===== config.mk =====
export PLATFORM = sky130hd
export DESIGN_NAME = cmpflag_alu
export DESIGN_NICKNAME = d
export VERILOG_FILES = /design/src/rtl/cmpflag_alu_pkg.sv /design/src/rtl/alu_datapath.sv /design/src/rtl/alu_decode.sv /design/src/rtl/alu_flag_reg.sv /design/src/rtl/cmpflag_alu.sv
export SDC_FILE = /design/constraint.sdc
export NUM_CORES = 1
export LEC_CHECK = 0
export ABC_CLOCK_PERIOD_IN_PS = 7100
export BUFFER_PORTS_ARGS = -buffer_cell sky130_fd_sc_hd__buf_2
export CORE_MARGIN = 2
export CORE_UTILIZATION = 40
export CTS_CLUSTER_DIAMETER = 200
export DETAILED_ROUTE_END_ITERATION = 7
export GPL_ROUTABILITY_DRIVEN = 1
export PLACE_DENSITY = 0.69
export SLEW_MARGIN = 20
export SYNTH_ARGS = -nofsm -noshare
export SYNTH_HDL_FRONTEND = slang
export SYNTH_SLANG_ARGS = --single-unit

===== constraint.sdc =====
create_clock -name clk -period 7.1 [get_ports clk]
set_clock_uncertainty 0.05 [all_clocks]
set_input_delay 1.065 -clock clk [delete_from_list [all_inputs] [get_ports clk]]
set_output_delay 1.065 -clock clk [all_outputs]
set_load 0.01 [all_outputs]

===== src/rtl/cmpflag_alu_pkg.sv =====
package cmpflag_alu_pkg;

  typedef enum logic [2:0] {
    OP_ADD = 3'b000,
    OP_SUB = 3'b001,
    OP_AND = 3'b010,
    OP_OR  = 3'b011,
    OP_MOV = 3'b100,
    OP_CMP = 3'b101,
    OP_LD  = 3'b110,
    OP_ST  = 3'b111
  } alu_op_e;

  typedef struct packed {
    logic z;
    logic c;
  } flag_pair_t;

  function automatic logic op_writes_back(input alu_op_e op);
    return (op == OP_ADD) || (op == OP_SUB) || (op == OP_AND) ||
           (op == OP_OR)  || (op == OP_MOV);
  endfunction

  function automatic logic op_touches_mem(input alu_op_e op);
    return (op == OP_LD) || (op == OP_ST);
  endfunction

endpackage


===== src/rtl/alu_datapath.sv =====
module alu_datapath
  import cmpflag_alu_pkg::*;
#(
  parameter int W = 8
) (
  input  alu_op_e        op,
  input  logic [W-1:0]   a,
  input  logic [W-1:0]   b,
  output logic [W-1:0]   y,
  output flag_pair_t     cmp_flags
);

  localparam int EW = W + 1;

  logic [EW-1:0] sum_x;
  logic [EW-1:0] dif_x;
  logic [W-1:0]  and_v;
  logic [W-1:0]  or_v;

  // one shared subtractor feeds SUB and the compare flags
  assign sum_x = {1'b0, a} + {1'b0, b};
  assign dif_x = {1'b0, a} - {1'b0, b};

  for (genvar i = 0; i < W; i++) begin : g_bitwise
    assign and_v[i] = a[i] & b[i];
    assign or_v[i]  = a[i] | b[i];
  end

  always_comb begin
    cmp_flags.z = (dif_x[W-1:0] == '0);
    cmp_flags.c = ~dif_x[W];
  end

  always_comb begin
    unique case (op)
      OP_ADD:  y = sum_x[W-1:0];
      OP_SUB:  y = dif_x[W-1:0];
      OP_AND:  y = and_v;
      OP_OR:   y = or_v;
      OP_MOV:  y = b;
      OP_CMP:  y = dif_x[W-1:0];
      default: y = '0;
    endcase
  end

endmodule


===== src/rtl/alu_decode.sv =====
module alu_decode
  import cmpflag_alu_pkg::*;
(
  input  logic    valid,
  input  logic    flush,
  input  alu_op_e op,
  output logic    wb_en,
  output logic    mem_en,
  output logic    cmp_fire
);

  logic live;

  assign live     = valid & ~flush;
  assign wb_en    = live & op_writes_back(op);
  assign mem_en   = live & op_touches_mem(op);
  assign cmp_fire = live & (op == OP_CMP);

endmodule


===== src/rtl/alu_flag_reg.sv =====
module alu_flag_reg
  import cmpflag_alu_pkg::*;
(
  input  logic       clk,
  input  logic       rst,
  input  logic       load,
  input  flag_pair_t d,
  output flag_pair_t q
);

  always_ff @(posedge clk) begin
    if (rst) begin
      q <= '0;
    end else if (load) begin
      q <= d;
    end
  end

endmodule


===== src/rtl/cmpflag_alu.sv =====
module cmpflag_alu
  import cmpflag_alu_pkg::*;
#(
  parameter int W = 8
) (
  input  logic         clk,
  input  logic         rst,
  input  logic         op_valid,
  input  logic         op_flush,
  input  logic [2:0]   opcode,
  input  logic [W-1:0] rd_val,
  input  logic [W-1:0] rs_val,
  output logic [W-1:0] result,
  output logic         wr_en,
  output logic         mem_op,
  output logic         flag_z,
  output logic         flag_c
);

  alu_op_e    op;
  flag_pair_t cmp_next;
  flag_pair_t flags_q;
  logic       cmp_fire;

  assign op = alu_op_e'(opcode);

  alu_datapath #(.W(W)) u_dp (
    .op        (op),
    .a         (rd_val),
    .b         (rs_val),
    .y         (result),
    .cmp_flags (cmp_next)
  );

  alu_decode u_dec (
    .valid    (op_valid),
    .flush    (op_flush),
    .op       (op),
    .wb_en    (wr_en),
    .mem_en   (mem_op),
    .cmp_fire (cmp_fire)
  );

  alu_flag_reg u_flags (
    .clk  (clk),
    .rst  (rst),
    .load (cmp_fire),
    .d    (cmp_next),
    .q    (flags_q)
  );

  assign flag_z = flags_q.z;
  assign flag_c = flags_q.c;

endmodule


### Yosys cells after proc, flatten, opt, wreduce, memory -nomap -nowiden

Index checks and enable logic that the tools add are counted.

* add/sub/neg operators: 2
* $mul: 0
* divide/modulo/power cells: 0
* magnitude comparators: 0
* equality and inequality tests: 7
* shift-type cells: 0
* multiplexer cells: 1
* bitwise logic cells: 22
* reductions and logical operators: 8

Operators by type and width (count)
* $pmux W8 S5: 1
* $and A1 B1 Y1: 12
* $eq A3 B3 Y1 const B: 4
* $sub A8 B8 Y9: 1
* $add A8 B8 Y8: 1
* $logic_not A8 Y1: 1
* $or A1 B1 Y1: 8
* $eq A3 B2 Y1 const B: 2
* $logic_or A1 B1 Y1: 5
* $eq A3 B1 Y1 const B: 1
* $logic_not A3 Y1: 1
* $not A1 Y1: 2
* $reduce_or A2 Y1: 1

* bits in registers: 2
* bits in latches: 0
* memory bits (writable): 0
* bits in read-only memories: 0
* input port bits: 23
* output and inout port bits: 12
* logic and storage cells: 42
* memories kept: 0

### Depth between registers and ports, before layout

* depth in word-level cells: 6
* mapped depth: 10
* depth with buffers taken out: 10

### Cells and area by module

Synthesis repeated with hierarchy kept, for this count alone.

* cells, all modules: 186
* area total of the unflattened synthesis: 1413.9 um^2

By module, submodules not included
* alu_datapath: times used 1, cells an instance 174, area each 1291.2 um^2, sequential area each 0.0 um^2
* alu_flag_reg: times used 1, cells an instance 6, area each 67.6 um^2, sequential area each 40.0 um^2
* alu_decode: times used 1, cells an instance 6, area each 55.1 um^2, sequential area each 0.0 um^2

### Least setup slack after synthesis

OpenSTA, ideal clock, no wires.

* kind: in2out
* start: input rs_val[1]
* end: output result[7]
* arrival time: 2948 ps
* data required time: 5985 ps
* setup slack: 3037 ps
* stages: 8
* path buffers: 0
* cell sequence: inv_1 > ha_1 > a21o_1 > a311o_1 > a21oi_2 > o21ai_1 > a221o_1 > a221o_1

* word-level cells in the longest chain between the ends: 2
* elaborated cells on any way between the ends: 3
* those cells by class: 2 x add/sub; 1 x mux

RTL lines
* start: declaration: RTL line cmpflag_alu.sv:12 `input logic [W-1:0] rs_val,`
* $sub A8 B8 Y9 / $add A8 B8 Y8 (equally long branches): RTL line alu_datapath.sv:22, alu_datapath.sv:21
* $pmux W8 S5 (*): RTL line alu_datapath.sv:35 `unique case (op)`
* end: declaration: RTL line cmpflag_alu.sv:13 `output logic [W-1:0] result,`

Mark *: on every way between the ends. The rest lies on a longest branch, timed or not.

### Worst setup path after layout

Same ends and word-level chain as after synthesis.

==> flow_summary.yaml <==
global_route:
  grt_pass1_vias: 1178
  grt_max_degree: 22
  grt_pass1_wl_mm: 5.08
  grt_usage_pct: 17.8
  antenna_found_initial: 0
  grt_overflow_total: 0
worst_setup_path:
  timing.rr.start: "u_flags.q[0]"
  crit_family: "compound AO/OA/AOI/OAI gates"
  arrival_ns: 3.27
  critPathCaptureType: "output port"
  cp-startpoint: "rs_val[1]"
  cp_max_fo: 4
  reg2reg_depth: 3
  crit_cells: 10
  rrSetupSlack_ns: 6.21
  worstSetupStartpointType: "input port"
  slowest_stage: "a311o_1"
  crit_end: "result[7]"
  critical_path_buf_inv_count: 3
  path_cells: "buf_2 > inv_1 > ha_1 > a21o_1 > a311o_1 > a21oi_2 > o21ai_1 > a221o_1 > a221o_1 > buf_2"
  critPathKind: "input port to output port"
  worstPathRequired_ns: 5.98
  worst_path_largest_cell_delay_ns: 0.37
  reg2reg_to: "u_flags.q[0]"
logic_synthesis:
  syn_inst: 174
  yosysUniqueCellTypes: 41
  ys.warnings.count: 0
  synth_top_area_cell: "ha_1"
  ys_top_cells_by_area: "ha_1 25%, inv_1 9.4%, a21oi_1 4.9%"
  synth-seq-area-share_pct: 3.24
  ys_ff_latch: 2
  syn_nets: 224
  synth_area_um2: 1230
  synth.avg_cell_area_um2: 7.10
  synth_top_area_share_pct: 25.3
sta:
  drv_slew: 0
  hold_ws_ns: 0.503
  hold_violations: 0
  rsz0062_at_grt: "no"
  maxSlewHeadroom_pct: 66.7
  layout_setup_ws_ns: 2.71
  finalSetupViolCount: 0
  tightest_slew_ns: 0.496
  fin_crit_ns: 4.39
  fmax_mhz: 228
  fin_crit_sh_pct: 61.8
  tns_ns: 0
clocking:
  numCtsBuffers: 3
  post_cts_resized: 0
  htreeDepth: 1
  clk_pin_slew_ns: 0.03
  hold_buffers: 0
  clk_latency_ns: 0.22
  post-cts-setup-buffers: 0
  clockRootBuffer: "clkbuf_4"
  clockBufferDepth: 2
  cts_sinks: 2
  cts_tree: "done"
floorplanning:
  die_y_um: 59.6
  die-area_um2: 3550
  boundaryPins: 35
  fp.dieW_um: 59.6
  start_util_pct: 41.1
  rows: 20
  core_area_um2: 3000
cells_and_area:
  largest_registers: "u_flags.q (2)"
  ff_latch_area_um2: 40.0
  nets: 255
  syn2layout_area_growth_pct: 16.5
  multi_input_area_um2: 1050
  largest_reg_flops: 2
  final_cell_mix: "34 x buf_2, 31 x inv_1, 25 x ha_1"
  drive_gt1_share_pct: 19.7
  mostFrequentLayoutCell: "buf_2"
  n_antenna_cell: 0
  top_register: "u_flags.q"
  fillers: 334
  final_area_um2: 1440
detailed_routing:
  ant_nets: 0
  dr_total_vias: 1312
  firstDrtPassIters: 4
  drt_first_iter_violations: 84
  viasPerCell: 5.56
  drc: 0
  wirelength_mm: 3.15
  wire_per_inst_um: 13.3
power_and_ir_drop:
  peakVddDrop_v: 0.0000277
  leakage_nw: 0.770
  cellPowerDensity_nw_per_um2: 94.0
placement:
  place_hpwl_mm: 2.45
  pre_cts_ws_ns: 2.71
  io_buffers: 34
  globalplace.congestion: 0.920
  place_area_um2: 1420
run_status:
  outcome: "finished, final reports clean"
flow_run:
  maxCapViolCount: 0
worst_hold_path:
  hold_class: "register to register"
==> layout make-up <==
cell class,count,share of cell area (%)
multi-input cells,133,72.9
repair buffers,34,11.8
inverters,31,8.09
well taps,33,2.87
flip-flops and latches,2,2.78
clock buffers,3,1.57
==> layer usage <==
layer | GRT usage (%) | vias to the layer above | share of wire (%)
li1 | - | 668 | -
met1 | 24.2 | 600 | 48
met4 | 2.22 | 0 | 0
met2 | 31.2 | 44 | 47
met5 | 0 | - | 0
met3 | 1.53 | 0 | 5.9
==> where the power goes <==
group / internal, W / total [W] / switching [W]
Sequential: 0.0000115 / 0.0000115 / 0.0000000468
Combinational: 0.0000424 / 0.0000986 / 0.0000562
Clock: 0.0000187 / 0.0000252 / 0.00000650
==> worst reg2reg max path, cell delays in order (launching register included) <==
cell	delay, ns
dfxtp_1	0.31
inv_1	0.04
a221oi_1	0.26
o41a_1	0.18
==> logic make-up (layout without fill, tap and decap cells) <==
kind of cell,after synthesis,in the layout,synth area share [%]
AO/OA/AOI/OAI,54,54,31.8
AND/OR/NAND/NOR,41,41,16.2
buffers and inverters,39,68,11.9
adder cells (fa/ha/maj),27,27,28.6
XOR/XNOR,6,6,4.26
multiplexers,5,5,4.05
flip-flops,2,2,3.24
==> per-stage QoR <==
step	total power [W]	util [%]	std cells
floorplan	0.0000797	-	174
CTS	0.000136	47.9	236
global route	0.000149	47.9	236
global placement	0.000108	47.2	233
detailed placement	0.000109	47.2	233
finish	0.000135	47.9	236
==> how the worst min path moves through the flow <==
stage,from,slack (ns),to,depth (start not counted)
2_1_floorplan,u_flags.q[0],0.52,u_flags.q[0],3
3_3_place_gp,u_flags.q[0],0.51,u_flags.q[0],3
3_5_place_dp,u_flags.q[0],0.51,u_flags.q[0],3
4_1_cts,u_flags.q[0],0.51,u_flags.q[0],3
5_1_grt,u_flags.q[0],0.54,u_flags.q[0],3
6_report,u_flags.q[0],0.50,u_flags.q[0],3
==> synthesized netlist by cell type <==
master and count:
a211o_1 1, a211oi_1 4, a21o_1 2, a21oi_1 12, a21oi_2 1, a221o_1 5, a221oi_1 1, a311o_1 1
a41o_1 1, and2_1 2, and3_1 1, and3b_1 1, buf_1 1, clkbuf_1 7, dfxtp_1 2, fa_1 2
ha_1 25, inv_1 31, mux2i_1 5, nand2_1 11, nand2b_1 4, nand3_1 1, nor2_1 11, nor2b_1 5
nor3_1 2, nor4_1 1, o211ai_1 3, o21a_1 1, o21ai_0 6, o21ai_1 1, o21ba_2 1, o21bai_1 2
o221ai_1 5, o22ai_1 3, o2bb2ai_1 2, o32a_1 1, o41a_1 1, or2_2 1, or3_1 1, xnor2_1 3
xor2_1 3
No activity file was read; power rests on OpenSTA's default activity.
